File: src/rtl/vref_cal_pkg.sv
package vref_cal_pkg;

  // Strobes from the sequencer into the datapath
  typedef struct packed {
    logic clearAll;  // start of sweep: reinitialise all trackers
    logic capPos;    // capture the offset +7 feedback
    logic capNeg;    // capture the offset -7 feedback
    logic evalStep;  // compare this step's score against the best
    logic advance;   // step to the next reference code
    logic finish;    // compute centre and pass flag
  } calStrobe_t;

  typedef enum logic [2:0] {
    ST_IDLE,
    ST_POS,
    ST_NEG,
    ST_EVAL,
    ST_FIN
  } calState_t;

endpackage

File: src/rtl/vref_cal_ctrl.sv
module vref_cal_ctrl
  import vref_cal_pkg::*;
(
  input  logic       clk,
  input  logic       rstN,
  input  logic       start,
  input  logic       smpAck,
  input  logic       lastStep,
  output calStrobe_t strb,
  output logic       smpReq,
  output logic       negSel
);

  calState_t state, stateNxt;

  always_ff @(posedge clk or negedge rstN) begin
    if (!rstN) state <= ST_IDLE;
    else       state <= stateNxt;
  end

  always_comb begin
    stateNxt = state;
    unique case (state)
      ST_IDLE: if (start)  stateNxt = ST_POS;
      ST_POS:  if (smpAck) stateNxt = ST_NEG;
      ST_NEG:  if (smpAck) stateNxt = ST_EVAL;
      ST_EVAL: stateNxt = lastStep ? ST_FIN : ST_POS;
      ST_FIN:  stateNxt = ST_IDLE;
      default: stateNxt = ST_IDLE;
    endcase
  end

  always_comb begin
    strb          = '0;
    strb.clearAll = (state == ST_IDLE) && start;
    strb.capPos   = (state == ST_POS) && smpAck;
    strb.capNeg   = (state == ST_NEG) && smpAck;
    strb.evalStep = (state == ST_EVAL);
    strb.advance  = (state == ST_EVAL) && !lastStep;
    strb.finish   = (state == ST_FIN);
  end

  assign smpReq = (state == ST_POS) || (state == ST_NEG);
  assign negSel = (state == ST_NEG);

endmodule

File: src/rtl/vref_cal_dp.sv
module vref_cal_dp
  import vref_cal_pkg::*;
#(
  parameter int LANE_W   = 8,
  parameter int CODE_W   = 6,
  parameter int OFF_W    = 4,
  parameter int SWEEP_LO = -15,
  parameter int SWEEP_HI = 15,
  parameter int OFF_POS  = 15,
  parameter int OFF_NEG  = 1
) (
  input  logic                     clk,
  input  logic                     rstN,
  input  calStrobe_t               strb,
  input  logic                     negSel,
  input  logic [LANE_W-1:0]        smpFb,
  output logic                     lastStep,
  output logic signed [CODE_W-1:0] vrefCode,
  output logic [OFF_W-1:0]         offsetCode,
  output logic                     done,
  output logic                     pass,
  output logic signed [CODE_W-1:0] result
);

  localparam int SCORE_W = $clog2(LANE_W + 1) + 2;
  localparam int WIDE_W  = CODE_W + 2;
  localparam logic signed [SCORE_W-1:0] BEST_INIT = SCORE_W'(-(LANE_W + 1));
  localparam logic signed [CODE_W-1:0]  CODE_LO   = CODE_W'(SWEEP_LO);
  localparam logic signed [CODE_W-1:0]  CODE_HI   = CODE_W'(SWEEP_HI);

  function automatic logic [SCORE_W-1:0] popCount(input logic [LANE_W-1:0] w);
    logic [SCORE_W-1:0] sum;
    sum = '0;
    for (int i = 0; i < LANE_W; i++) sum = sum + SCORE_W'(w[i]);
    return sum;
  endfunction

  logic signed [CODE_W-1:0]  vrefCur, lowEdge, highEdge;
  logic signed [SCORE_W-1:0] bestScore, posCnt, negCnt, stepScore;
  logic [LANE_W-1:0]         lowMask, highMask;
  logic signed [WIDE_W-1:0]  loW, hiW, spanW, ctrW, adjW, halfW;

  assign stepScore = negCnt - posCnt;
  assign lastStep  = (vrefCur == CODE_HI);

  // Centre of the best plateau, converted to double step size
  always_comb begin
    loW   = WIDE_W'(lowEdge);
    hiW   = WIDE_W'(highEdge);
    spanW = hiW - loW;
    ctrW  = loW + spanW / $signed(WIDE_W'(2));
    adjW  = (ctrW < 0) ? ctrW - $signed(WIDE_W'(1)) : ctrW + $signed(WIDE_W'(1));
    halfW = adjW / $signed(WIDE_W'(2));
  end

  always_ff @(posedge clk or negedge rstN) begin
    if (!rstN) begin
      vrefCur   <= '0;
      lowEdge   <= '0;
      highEdge  <= '0;
      bestScore <= BEST_INIT;
      posCnt    <= '0;
      negCnt    <= '0;
      lowMask   <= '1;
      highMask  <= '0;
      done      <= 1'b0;
      pass      <= 1'b0;
      result    <= '0;
    end else begin
      done <= strb.finish;
      if (strb.clearAll) begin
        vrefCur   <= CODE_LO;
        lowEdge   <= '0;
        highEdge  <= '0;
        bestScore <= BEST_INIT;
        posCnt    <= '0;
        negCnt    <= '0;
        lowMask   <= '1;
        highMask  <= '0;
      end
      if (strb.capPos) begin
        lowMask <= lowMask & smpFb;
        posCnt  <= popCount(smpFb);
      end
      if (strb.capNeg) begin
        highMask <= highMask | smpFb;
        negCnt   <= popCount(smpFb);
      end
      if (strb.evalStep) begin
        if (stepScore > bestScore) begin
          bestScore <= stepScore;
          lowEdge   <= vrefCur;
          highEdge  <= vrefCur;
        end else if (stepScore == bestScore) begin
          highEdge <= vrefCur;
        end
      end
      if (strb.advance) vrefCur <= vrefCur + CODE_W'(1);
      if (strb.finish) begin
        result <= CODE_W'(halfW);
        pass   <= ((highMask ^ lowMask) == {LANE_W{1'b1}});
      end
    end
  end

  assign vrefCode   = vrefCur;
  assign offsetCode = negSel ? OFF_W'(OFF_NEG) : OFF_W'(OFF_POS);

endmodule

File: src/rtl/vref_center_engine.sv
module vref_center_engine
  import vref_cal_pkg::*;
#(
  parameter int LANE_W   = 8,
  parameter int CODE_W   = 6,
  parameter int OFF_W    = 4,
  parameter int SWEEP_LO = -15,
  parameter int SWEEP_HI = 15,
  parameter int OFF_POS  = 15,
  parameter int OFF_NEG  = 1
) (
  input  logic                     clk,
  input  logic                     rstN,
  input  logic                     start,
  output logic                     smpReq,
  input  logic                     smpAck,
  input  logic [LANE_W-1:0]        smpFb,
  output logic signed [CODE_W-1:0] vrefCode,
  output logic [OFF_W-1:0]         offsetCode,
  output logic                     done,
  output logic                     pass,
  output logic signed [CODE_W-1:0] result
);

  calStrobe_t strb;
  logic       negSel;
  logic       lastStep;

  vref_cal_ctrl u_ctrl (
    .clk      (clk),
    .rstN     (rstN),
    .start    (start),
    .smpAck   (smpAck),
    .lastStep (lastStep),
    .strb     (strb),
    .smpReq   (smpReq),
    .negSel   (negSel)
  );

  vref_cal_dp #(
    .LANE_W   (LANE_W),
    .CODE_W   (CODE_W),
    .OFF_W    (OFF_W),
    .SWEEP_LO (SWEEP_LO),
    .SWEEP_HI (SWEEP_HI),
    .OFF_POS  (OFF_POS),
    .OFF_NEG  (OFF_NEG)
  ) u_dp (
    .clk        (clk),
    .rstN       (rstN),
    .strb       (strb),
    .negSel     (negSel),
    .smpFb      (smpFb),
    .lastStep   (lastStep),
    .vrefCode   (vrefCode),
    .offsetCode (offsetCode),
    .done       (done),
    .pass       (pass),
    .result     (result)
  );

endmodule

File: config.mk
export PLATFORM = sky130hd
export DESIGN_NAME = vref_center_engine
export DESIGN_NICKNAME = d
export VERILOG_FILES = /design/src/rtl/vref_cal_pkg.sv /design/src/rtl/vref_cal_ctrl.sv /design/src/rtl/vref_cal_dp.sv /design/src/rtl/vref_center_engine.sv
export SDC_FILE = /design/constraint.sdc
export NUM_CORES = 1
export LEC_CHECK = 0
export BUFFER_PORTS_ARGS = -buffer_cell sky130_fd_sc_hd__buf_2
export CORE_MARGIN = 2
export CORE_UTILIZATION = 55
export CTS_CLUSTER_DIAMETER = 100
export CTS_CLUSTER_SIZE = 16
export DETAILED_ROUTE_END_ITERATION = 12
export PLACE_DENSITY = 0.83
export REMOVE_ABC_BUFFERS = 1
export SETUP_SLACK_MARGIN = 0.4
export SLEW_MARGIN = 20
export SYNTH_ARGS = -nofsm -noshare
export SYNTH_HDL_FRONTEND = slang
export SYNTH_SLANG_ARGS = --single-unit
File: constraint.sdc
create_clock -name clk -period 15.5 [get_ports clk]
set_input_delay 1.55 -clock clk [delete_from_list [all_inputs] [get_ports clk]]
set_output_delay 1.55 -clock clk [all_outputs]
set_load 0.05 [all_outputs]
==> impl_metrics.py <==
metrics = {
    "setup_path": {
        "path_buf_inv": 4,
        "startpoint": "u_dp.highEdge[0]",
        "arrival_ns": 6.98,
        "cp_slowest_cell": "a2111oi_2",
        "worst_r2r_endpoint": "u_dp.result[4]",
        "worstPathRequired_ns": 15.71,
        "critPathKind": "flop to flop",
        "r2r_cells": 32,
        "reg2reg_slack_ns": 8.73,
        "crit_path_end_kind": "flop",
        "r2r_start": "u_dp.highEdge[0]",
        "slowest_delay_ns": 0.58,
        "cp_max_fo": 10,
        "crit_family": "compound AO/OA/AOI/OAI gates",
        "startpoint_type": "flop",
    },
    "clock_network": {
        "cts_setup_buffers": 0,
        "cts.clk_slew.worst_paths_ns": 0.07,
        "clock_latency_ns": 0.34,
        "cts_sinks": 59,
        "hold_buffers": 0,
        "cts-resized-gates": 0,
        "clockBufferDepth": 2,
        "cts_tree": "done",
        "htreeDepth": 3,
        "clockRootBuffer": "clkbuf_8",
        "cts_inserted_buffers": 9,
    },
    "flow_run": {
        "drv_cap": 0,
    },
    "cells_and_area": {
        "fill_cells": 583,
        "fin_util_pct": 62.70,
        "antenna_cells": 0,
        "drive_gt1_share_pct": 17.78,
        "final_nets": 523,
        "area_delta_synth_final_pct": 11.30,
    },
    "die": {
        "initial_core_util_pct": 56.34,
        "pin_count": 31,
        "die_h_um": 89.74,
        "dieArea_mm2": 0.008052,
        "num_rows": 31,
        "die_x_um": 89.74,
        "core_area_mm2": 0.007176,
    },
    "synthesis": {
        "async_flop_share_pct": 100.0,
        "syn-cell-area_mm2": 0.004043,
        "ys_types": 59,
        "synth_edf_count": 0,
        "seq_area_frac_synth_pct": 36.92,
        "yosys.area.top_type_share_pct": 28.47,
        "ys.flop_type": "dfrtp_1",
        "ys_warn_count": 0,
        "synthTopCellsByArea": "dfrtp_1, ha_1, dfstp_2",
        "avgSynthCellArea_um2": 9.024,
        "netlist_instances": 448,
        "synth.largest_area_cell": "dfrtp_1",
        "ys_seq_elements": 59,
    },
    "place": {
        "hpwl_um": 6356,
        "routabilityCongestion": 0.8796,
        "dp_slack_ns": 8.910,
        "portBuffers": 29,
    },
    "sta": {
        "worstMarginPinSlew_ns": 0.8673,
        "hold_viol": 0,
        "fmax_mhz": 147.8,
        "setup_tns_ns": 0,
        "rsz0062_at_grt": "false",
        "worst_slack_ns": 8.734,
        "min_period_over_period_pct": 43.65,
        "period_minus_slack_ns": 6.766,
        "drv_slew": 0,
        "skew_ns": 0.009115,
        "slew_headroom_pct": 40.69,
        "setup_viol": 0,
    },
    "global_route": {
        "grt_usage_pct": 23.44,
        "grt_max_degree": 60,
        "grt_overflow": 0,
        "grt_pass1_vias": 3443,
        "antenna_found_initial": 0,
        "grt_pass1_wl_um": 15550,
    },
    "drt": {
        "wl_per_cell_um": 15.16,
        "drt_drc_violations_left": 0,
        "via_per_inst": 5.785,
        "drtIter0Drc": 143,
        "ant_nets": 0,
        "drt_pass1_iterations": 5,
        "routed_wl_um": 8748,
        "via_count": 3338,
    },
    "min_path": {
        "hp-start": "u_dp.result[1]",
        "holdPathStages": 2,
        "hold_path_end": "u_dp.result[1]",
        "hold_path_class": "flop to flop",
    },
    "status": {
        "status": "complete, no violations",
    },
}
## registers in the layout, summed over array words and instances (netlist names)
name and flops:
u_dp.bestScore 6, u_dp.negCnt 4, u_ctrl.state 3, u_dp.result 6, u_dp.lowEdge 6, u_dp.vrefCode 6, u_dp.highEdge 6, u_dp.done 1
u_dp.highMask 8, u_dp.posCnt 4, u_dp.pass 1, u_dp.lowMask 8
## cell type report
cell class / count / area [µm²] / share of cell area [%]
Sequential cell: 59 / 1493 / 33.18
Tap cell: 99 / 123.9 / 2.753
Clock inverter: 4 / 72.57 / 1.613
Multi-Input combinational cell: 329 / 2330 / 51.78
Clock buffer: 12 / 155.1 / 3.448
Inverter: 42 / 157.7 / 3.504
Timing Repair Buffer: 32 / 167.7 / 3.726
## worst max path at each step
stage	cells past startpoint	slack, ns	end
after CTS	32	8.88	u_dp.result[4]
after floorplan	31	9.59	u_dp.result[4]
after global placement	31	9.33	u_dp.result[4]
after global routing	32	8.15	u_dp.result[4]
after detailed placement	32	8.91	u_dp.result[4]
final	32	8.73	u_dp.result[4]
## metal layers
layer  GRT usage, %  part of all wire, %  up-vias
li1               -                    -     1613
met5              0                    0        -
met3          4.359                  3.2       24
met2          39.84                   50       78
met1          29.25                   44     1623
met4          10.51                  2.5        0
## kinds of logic after synthesis
kind of cell	synth area share, %
AOI/OAI and AO/OA	19.84
xor gates and xnor gates	4.519
adders and majority gates	13.25
buffers and inverters	5.849
DFF	36.92
muxes	2.383
other	0.09276
and+or+nand+nor	17.15
## through the flow
step	cells	area, µm²	hold slack [ns]
after global routing	577	4499	0.5157
final	577	4499	0.4756
after CTS	577	4494	0.4839
after floorplan	430	3964	0.4498
after global placement	561	4267	0.4563
after detailed placement	561	4267	0.4658
## placed cells by master, fill, tap and decap left out, types with 9 or more instances in the layout
cell | netlist | routed
a21oi_1 | 36 | 36
buf_2 | 0 | 29
clkbuf_8 | 0 | 11
xor2_1 | 13 | 13
nor2_1 | 36 | 36
o31ai_1 | 9 | 9
nand3_1 | 15 | 15
inv_1 | 42 | 42
dfrtp_1 | 46 | 46
dfstp_2 | 13 | 13
nand2_1 | 45 | 45
ha_1 | 30 | 30
o21ai_0 | 25 | 25
## synth_stat cells (6+ instances only)
cell type / number
a21o_1: 7
a21oi_1: 36
clkbuf_1: 15
dfrtp_1: 46
dfstp_2: 13
fa_1: 8
ha_1: 30
inv_1: 42
mux2i_1: 6
nand2_1: 45
nand2b_1: 7
nand3_1: 15
nand4_1: 6
nor2_1: 36
nor2b_1: 8
nor3_1: 6
o21ai_0: 25
o22a_1: 8
o31ai_1: 9
xnor2_1: 6
xor2_1: 13
## worst reg2reg max path, delay by kind of cell, from the launching register on
| kind | cells | cell delay [ns] |
|---|---|---|
| buf+inv | 4 | 0.40 |
| fa+ha+maj | 6 | 1.63 |
| xor+xnor | 1 | 0.16 |
| compound gates | 13 | 3.08 |
| mux | 1 | 0.19 |
| flops | 1 | 0.37 |
| simple gates | 7 | 0.79 |
Power is left out: the tool's default activity adds up to more than one toggle a clock period on the data nets, which glitch-free logic cannot reach.
